$ cat config.mk
export PLATFORM = sky130hd
export DESIGN_NAME = shiftadd_mult
export DESIGN_NICKNAME = d
export VERILOG_FILES = /design/src/rtl/mul_pkg.sv /design/src/rtl/mul_sign_prep.sv /design/src/rtl/mul_shift_core.sv /design/src/rtl/mul_sign_fix.sv /design/src/rtl/shiftadd_mult.sv
export SDC_FILE = /design/constraint.sdc
export NUM_CORES = 1
export LEC_CHECK = 0
export CORE_ASPECT_RATIO = 1.5
export CORE_UTILIZATION = 55
export DETAILED_ROUTE_END_ITERATION = 8
export PLACE_DENSITY = 0.76
export SYNTH_ARGS = -nofsm -noshare
export SYNTH_HDL_FRONTEND = slang
export SYNTH_HIERARCHICAL = 1
export SYNTH_SLANG_ARGS = --single-unit
export TNS_END_PERCENT = 5
$ cat constraint.sdc
create_clock -name clk -period 2.9 [get_ports clk]
set_input_delay 0.725 -clock clk [delete_from_list [all_inputs] [get_ports clk]]
set_output_delay 0.725 -clock clk [all_outputs]
set_load 0.005 [all_outputs]
$ cat src/rtl/mul_pkg.sv
package mul_pkg;
  typedef enum logic [1:0] {
    ST_IDLE = 2'd0,
    ST_RUN  = 2'd1,
    ST_FIX  = 2'd2
  } mul_state_t;
endpackage

$ cat src/rtl/mul_sign_prep.sv
// Converts operands to unsigned magnitudes and decides whether the
// unsigned result needs a final negation.
module mul_sign_prep #(
  parameter int W = 8
) (
  input  logic         is_signed,
  input  logic [W-1:0] a_in,
  input  logic [W-1:0] b_in,
  output logic [W-1:0] a_mag,
  output logic [W-1:0] b_mag,
  output logic         flip
);
  localparam int XW = W + 1;

  logic a_neg, b_neg;
  logic [XW-1:0] a_wide, b_wide, a_negw, b_negw;

  assign a_neg = is_signed & a_in[W-1];
  assign b_neg = is_signed & b_in[W-1];

  // widen by one sign bit so the most negative value negates to 2^(W-1)
  assign a_wide = {a_in[W-1], a_in};
  assign b_wide = {b_in[W-1], b_in};
  assign a_negw = ~a_wide + XW'(1);
  assign b_negw = ~b_wide + XW'(1);

  assign a_mag = a_neg ? a_negw[W-1:0] : a_in;
  assign b_mag = b_neg ? b_negw[W-1:0] : b_in;
  assign flip  = a_neg ^ b_neg;
endmodule

$ cat src/rtl/mul_shift_core.sv
// Unsigned shift-add engine: one multiplier bit per step.
module mul_shift_core #(
  parameter int W = 8
) (
  input  logic           clk,
  input  logic           rst,
  input  logic           load,
  input  logic           step,
  input  logic [W-1:0]   mcand_in,
  input  logic [W-1:0]   mplier_in,
  output logic [2*W-1:0] sum,
  output logic           last_step
);
  localparam int PW = 2 * W;
  localparam int CW = $clog2(W + 1);

  logic [PW-1:0] acc_q, mc_q;
  logic [W-1:0]  mp_q;
  logic [CW-1:0] cnt_q;

  always_ff @(posedge clk) begin
    if (rst) begin
      acc_q <= '0;
      mc_q  <= '0;
      mp_q  <= '0;
      cnt_q <= '0;
    end else if (load) begin
      acc_q <= '0;
      mc_q  <= {{W{1'b0}}, mcand_in};
      mp_q  <= mplier_in;
      cnt_q <= '0;
    end else if (step) begin
      if (mp_q[0]) begin
        acc_q <= acc_q + mc_q;
      end
      mc_q  <= mc_q << 1;
      mp_q  <= mp_q >> 1;
      cnt_q <= cnt_q + CW'(1);
    end
  end

  assign sum       = acc_q;
  assign last_step = (cnt_q == CW'(W - 1));
endmodule

$ cat src/rtl/mul_sign_fix.sv
// Conditional two's-complement of the unsigned result.
module mul_sign_fix #(
  parameter int W = 8
) (
  input  logic [2*W-1:0] raw,
  input  logic           flip,
  output logic [2*W-1:0] fixed
);
  localparam int PW = 2 * W;
  assign fixed = flip ? (~raw + PW'(1)) : raw;
endmodule

$ cat src/rtl/shiftadd_mult.sv
module shiftadd_mult #(
  parameter int W = 8
) (
  input  logic           clk,
  input  logic           rst,
  input  logic           start,
  input  logic           is_signed,
  input  logic [W-1:0]   op_a,
  input  logic [W-1:0]   op_b,
  output logic           busy,
  output logic           done,
  output logic [2*W-1:0] product
);
  import mul_pkg::*;
  localparam int PW = 2 * W;

  mul_state_t    state_q;
  logic          busy_q, done_q, flip_q;
  logic [PW-1:0] prod_q;

  logic [W-1:0]  a_mag, b_mag;
  logic          flip_d, accept, load, step, last_step;
  logic [PW-1:0] raw_sum, fixed_sum;

  assign accept = start & (state_q == ST_IDLE);
  assign load   = accept;
  assign step   = (state_q == ST_RUN);

  mul_sign_prep #(.W(W)) u_prep (
    .is_signed (is_signed),
    .a_in      (op_a),
    .b_in      (op_b),
    .a_mag     (a_mag),
    .b_mag     (b_mag),
    .flip      (flip_d)
  );

  mul_shift_core #(.W(W)) u_core (
    .clk       (clk),
    .rst       (rst),
    .load      (load),
    .step      (step),
    .mcand_in  (a_mag),
    .mplier_in (b_mag),
    .sum       (raw_sum),
    .last_step (last_step)
  );

  mul_sign_fix #(.W(W)) u_fix (
    .raw   (raw_sum),
    .flip  (flip_q),
    .fixed (fixed_sum)
  );

  always_ff @(posedge clk) begin
    if (rst) begin
      state_q <= ST_IDLE;
      busy_q  <= 1'b0;
      done_q  <= 1'b0;
      flip_q  <= 1'b0;
      prod_q  <= '0;
    end else begin
      done_q <= 1'b0;
      unique case (state_q)
        ST_IDLE: begin
          if (accept) begin
            state_q <= ST_RUN;
            busy_q  <= 1'b1;
            flip_q  <= flip_d;
          end
        end
        ST_RUN: begin
          if (last_step) begin
            state_q <= ST_FIX;
          end
        end
        ST_FIX: begin
          prod_q  <= fixed_sum;
          done_q  <= 1'b1;
          busy_q  <= 1'b0;
          state_q <= ST_IDLE;
        end
        default: state_q <= ST_IDLE;
      endcase
    end
  end

  assign busy    = busy_q;
  assign done    = done_q;
  assign product = prod_q;
endmodule

# Word level (Yosys, flattened, before mapping)
# Index checks and enable logic that the tools add are counted.
# W data, S select, Z words.
totals:
  register_bits: 65
  input_bits: 20
  out_inout_bits: 18
op_classes:
  n_addsub: 5
  n_eq_ne: 5
  n_mux: 13
  bitwise_logic: 7
  reduce_logical: 8
ops:
  columns: ["op", "n"]
  rows:
  - ["$mux W8", 6]
  - ["$add A16 B1 Y16 const B", 1]
  - ["$add A16 B16 Y16", 1]
  - ["$add A8 B1 Y8 const B", 2]
  - ["$mux W16", 1]
  - ["$not A16 Y16", 1]
  - ["$not A8 Y8", 2]
  - ["$reduce_and A2 Y1", 4]
  - ["$add A4 B1 Y4 const B", 1]
  - ["$eq A4 B3 Y1 const B", 1]
  - ["$mux W2", 2]
  - ["$pmux W2 S2", 1]
  - ["$reduce_bool A2 Y1", 2]
  - ["$and A1 B1 Y1", 3]
  - ["$eq A2 B1 Y1 const B", 1]
  - ["$eq A2 B2 Y1 const B", 1]
  - ["$logic_not A2 Y1", 1]
  - ["$mux W1", 2]
  - ["$ne A2 B1 Y1 const B", 1]
  - ["$ne A2 B2 Y1 const B", 1]
  - ["$pmux W1 S2", 1]
  - ["$reduce_or A2 Y1", 1]
  - ["$xor A1 B1 Y1", 1]

# Depth between registers and ports, before layout
logic_depth:
  word_depth: 4
  ltp_mapped: 8
  depth_no_buf: 8

# Modules after synthesis
# Netlist, hierarchy kept.
modules_own_cells:
  columns: ["module", "n_inst", "cells_each", "area_per_inst_um2"]
  rows:
  - ["mul_shift_core", 1, 291, 2433.6]
  - ["shiftadd_mult", 1, 89, 774.5]
  - ["mul_sign_fix", 1, 47, 332.8]
  - ["mul_sign_prep", 1, 48, 322.8]

# Least setup slack after synthesis
# Ideal clock, no wire load.
synth_timing:
  path_kind: "reg-to-reg"
  startpoint: "reg u_core.acc_q[0], in the netlist u_core/sum[0]"
  endpoint: "reg u_core.acc_q[10], in the netlist u_core/sum[10]"
  setup_time_ns: 0.122
  t_arrival_ns: 2.041
  t_required_ns: 2.778
  slack_ns: 0.737
  path_stages_with_launch: 9
  path_buffers: 0
  period_less_slack_ns: 2.163
  cell_sequence: "dfxtp_1 -> ha_1 -> fa_1 -> a21o_1 -> a221oi_2 -> nor3_2 -> nor3_2 -> nor3_1 -> a221o_1"
synth_between:
  elab_chain_len: 1
synth_rtl:
  columns: ["item", "line", "source"]
  rows:
  - ["start, declared", "mul_shift_core.sv:17", "logic [PW-1:0] acc_q, mc_q;"]
  - ["start signal, assigned", "mul_shift_core.sv:34", "acc_q <= acc_q + mc_q;"]
  - ["$add A16 B16 Y16", "mul_shift_core.sv:34", null]
# No other way between the ends.
# A chain may end at the register's enable or synchronous reset.

# Worst setup path in the final report
# Ends and elaborated chain as after synthesis.

==> impl_metrics.env <==
export IMPL_status="completed"
export IMPL_fin_ws_ps=497
export IMPL_core_um2=6810
export IMPL_multi_input_area_um2=2410
export IMPL_synth_area_leaders="dfxtp_1 34%, nand2_1 6.9%, mux2i_1 6.7%, ha_1 6.2%, a21oi_1 6.1%"
export IMPL_grt_max_degree=34
export IMPL_syn_instance_count=475
export IMPL_cts_tree="yes"
export IMPL_p_leak_nw=1.86
export IMPL_fin_crit_sh_pct=82.8
export IMPL_num_nets_final=545
export IMPL_start_util_pct=56.8
export IMPL_rr_worst_depth=8
export IMPL_globalplace_congestion=0.888
export IMPL_ant_nets=0
export IMPL_hold_buffers=0
export IMPL_slew_viol_final=0
export IMPL_post_cts_resized=0
export IMPL_rsz0062_at_grt="no"
export IMPL_synth_seq_cells=65
export IMPL_synth_avg_cell_area_um2=8.13
export IMPL_powerDensity_nw_per_um2=440
export IMPL_die_w_um=70.4
export IMPL_synth_top_area_cell="dfxtp_1"
export IMPL_finClkSkew_ps=6.33
export IMPL_fillers=617
export IMPL_drv_cap=0
export IMPL_regArea_um2=1300
export IMPL_gr_usage_all_layers_pct=22.4
export IMPL_tns_ps=0
export IMPL_synth_top_area_share_pct=33.7
export IMPL_async_flop_share_pct=0
export IMPL_syn_area_um2=3860
export IMPL_cts_root_buffer="clkbuf_8"
export IMPL_htreeDepth=3
export IMPL_critical_path_class="reg -> reg"
export IMPL_ir_drop_mv=0.310
export IMPL_dr_pass1_iters=4
export IMPL_worstSetupStartpointType="flop"
export IMPL_path_max_fanout=5
export IMPL_place_ws_ps=441
export IMPL_yosysWarnings=6
export IMPL_relSlewSlack_pct=58.8
export IMPL_synth_net_count=515
export IMPL_cp_arrival_ps=2640
export IMPL_worst_ep_required_time_ps=3130
export IMPL_syn_to_final_growth_pct=16.1
export IMPL_min_path_cells=2
export IMPL_clock_sinks=65
export IMPL_totalWireLength_mm=7.61
export IMPL_row_count=37
export IMPL_synth_distinct_cells=59
export IMPL_n_antenna_cell=0
export IMPL_finalSetupViolCount=0
export IMPL_tightest_slew_ps=611
export IMPL_wl_per_cell_um=12.9
export IMPL_synth_top_flop_cell="dfxtp_1"
export IMPL_fin_crit_ps=2400
export IMPL_min_path_type="reg -> reg"
export IMPL_antenna_found_initial=0
export IMPL_die_h_um=105
export IMPL_clk_insertion_delay_late_ps=340
export IMPL_drt_vias_per_instance=5.62
export IMPL_vias=3304
export IMPL_port_buffers=37
export IMPL_drc=0
export IMPL_finalHoldViolations=0
export IMPL_dieArea_um2=7370
export IMPL_cts_setup_buffers=0
export IMPL_maxClockFrequency_mhz=416
export IMPL_first_global_vias=3150
export IMPL_initialDrtViolationCount=117
export IMPL_cts_buffer_depth=2
export IMPL_post_dp_hpwl_mm=5.79
export IMPL_synth_edf_count=0
export IMPL_grt_pass1_wl_mm=13.5
export IMPL_clk_pin_slew_worst_paths_ps=70
export IMPL_drive_gt1_share_pct=9.41
export IMPL_num_io_pins=38
export IMPL_grt_ovfl_total=0
export IMPL_seq_area_frac_synth_pct=33.7
export IMPL_crit_path_end_kind="flop"
export IMPL_cts_buffers=9
[path summary, 6_finish.rpt]
check,from,to,slack (ps)
setup reg to reg,u_core/sum[0]$_SDFFE_PP0P_,u_core/sum[10]$_SDFFE_PP0P_,500
hold reg to reg,product[8]$_SDFFE_PP0P_,product[8]$_SDFFE_PP0P_,450
hold / removal,product[8]$_SDFFE_PP0P_,product[8]$_SDFFE_PP0P_,450
setup / recovery,u_core/sum[0]$_SDFFE_PP0P_,u_core/sum[10]$_SDFFE_PP0P_,500
[routing by layer]
metal	track usage, %	wire, um
met1	25.8	3370
met2	38.5	3870
met3	5.30	230
met4	10.1	136
met5	0	0
[stage by stage]
| step | power [mW] | utilization (%) | hold slack, ps | cells | instance area [um^2] |
|---|---|---|---|---|---|
| 5_1_grt | 2.06 | 65.9 | 473 | 588 | 4480 |
| 6_report | 1.97 | 65.9 | 454 | 588 | 4480 |
| 2_1_floorplan | 1.09 | - | 453 | 475 | 3860 |
| 3_5_place_dp | 1.15 | 62.7 | 447 | 572 | 4270 |
| 3_3_place_gp | 1.15 | 62.7 | 443 | 572 | 4270 |
| 4_1_cts | 1.99 | 65.9 | 456 | 588 | 4480 |
[cell families (layout without fill, tap and decap cells)]
| family | count (synthesis) | in the layout | synth area share [%] |
|---|---|---|---|
| AOI/OAI and AO/OA | 105 | 105 | 17.7 |
| and+or+nand+nor | 185 | 185 | 22.0 |
| buffers and inverters | 35 | 70 | 4.27 |
| adders and majority gates | 20 | 20 | 6.67 |
| xor gates and xnor gates | 37 | 37 | 8.39 |
| muxes | 28 | 28 | 7.32 |
| DFF | 65 | 65 | 33.7 |
[synthesized netlist by cell type, types with 3 or more instances]
master / instances
nand3b_1: 3
nor3_1: 11
or4_1: 3
inv_1: 10
nand2_1: 71
buf_4: 6
o21ai_0: 13
o31ai_1: 5
dfxtp_1: 65
clkbuf_1: 15
a21oi_2: 10
a21oi_1: 47
xnor2_1: 16
ha_1: 19
a21o_1: 6
nor2_1: 61
nand4_1: 4
mux2i_1: 26
or3_1: 4
nand3_1: 7
xor2_1: 21
[state kept, by name, indices dropped and copies added, names as in the netlist]
register,flops
u_core/cnt_q,4
done,1
state_q,2
flip_q,1
product,16
u_core/sum,16
u_core/mc_q,16
u_core/mp_q,8
busy,1
[worst max-delay path: stages, from the launching register on]
cell      delay (ps)
dfxtp_1          350
ha_1             230
fa_1             410
a21o_1           220
a221oi_2         490
nor3_2           110
nor3_2           160
nor3_1            60
a221o_1          250
[placed cells by master (no fill, tap or decap), types with 3 or more instances in the layout]
cell	n
ha_1	19
dfxtp_1	65
mux2i_1	26
nand2_1	71
or3_1	4
inv_1	10
nor3_1	11
a21oi_1	47
a21oi_2	10
xor2_1	21
xnor2_1	16
clkdlybuf4s50_1	37
clkinvlp_4	4
buf_4	7
o21ai_0	13
nor2_1	60
a21o_1	6
nand3_1	7
nand4_1	4
clkbuf_8	9
nand3b_1	3
or4_1	3
o31ai_1	5
[cell type report]
cell class                      count  area share, %
Timing Repair Buffer               44           9.43
Clock inverter                      7           2.12
Inverter                           10          0.837
Sequential cell                    65           29.0
Multi-Input combinational cell    375           53.7
Clock buffer                        9           2.76
Tap cell                           78           2.18
[power by group]
group	switching [mW]	internal, mW	total (mW)	leakage, nW
registers	0.0155	0.912	0.928	0.527
clock network	0.360	0.482	0.841	0.0975
logic	0.111	0.0930	0.204	1.23
Note: power is estimated with default switching activity, not from simulation.
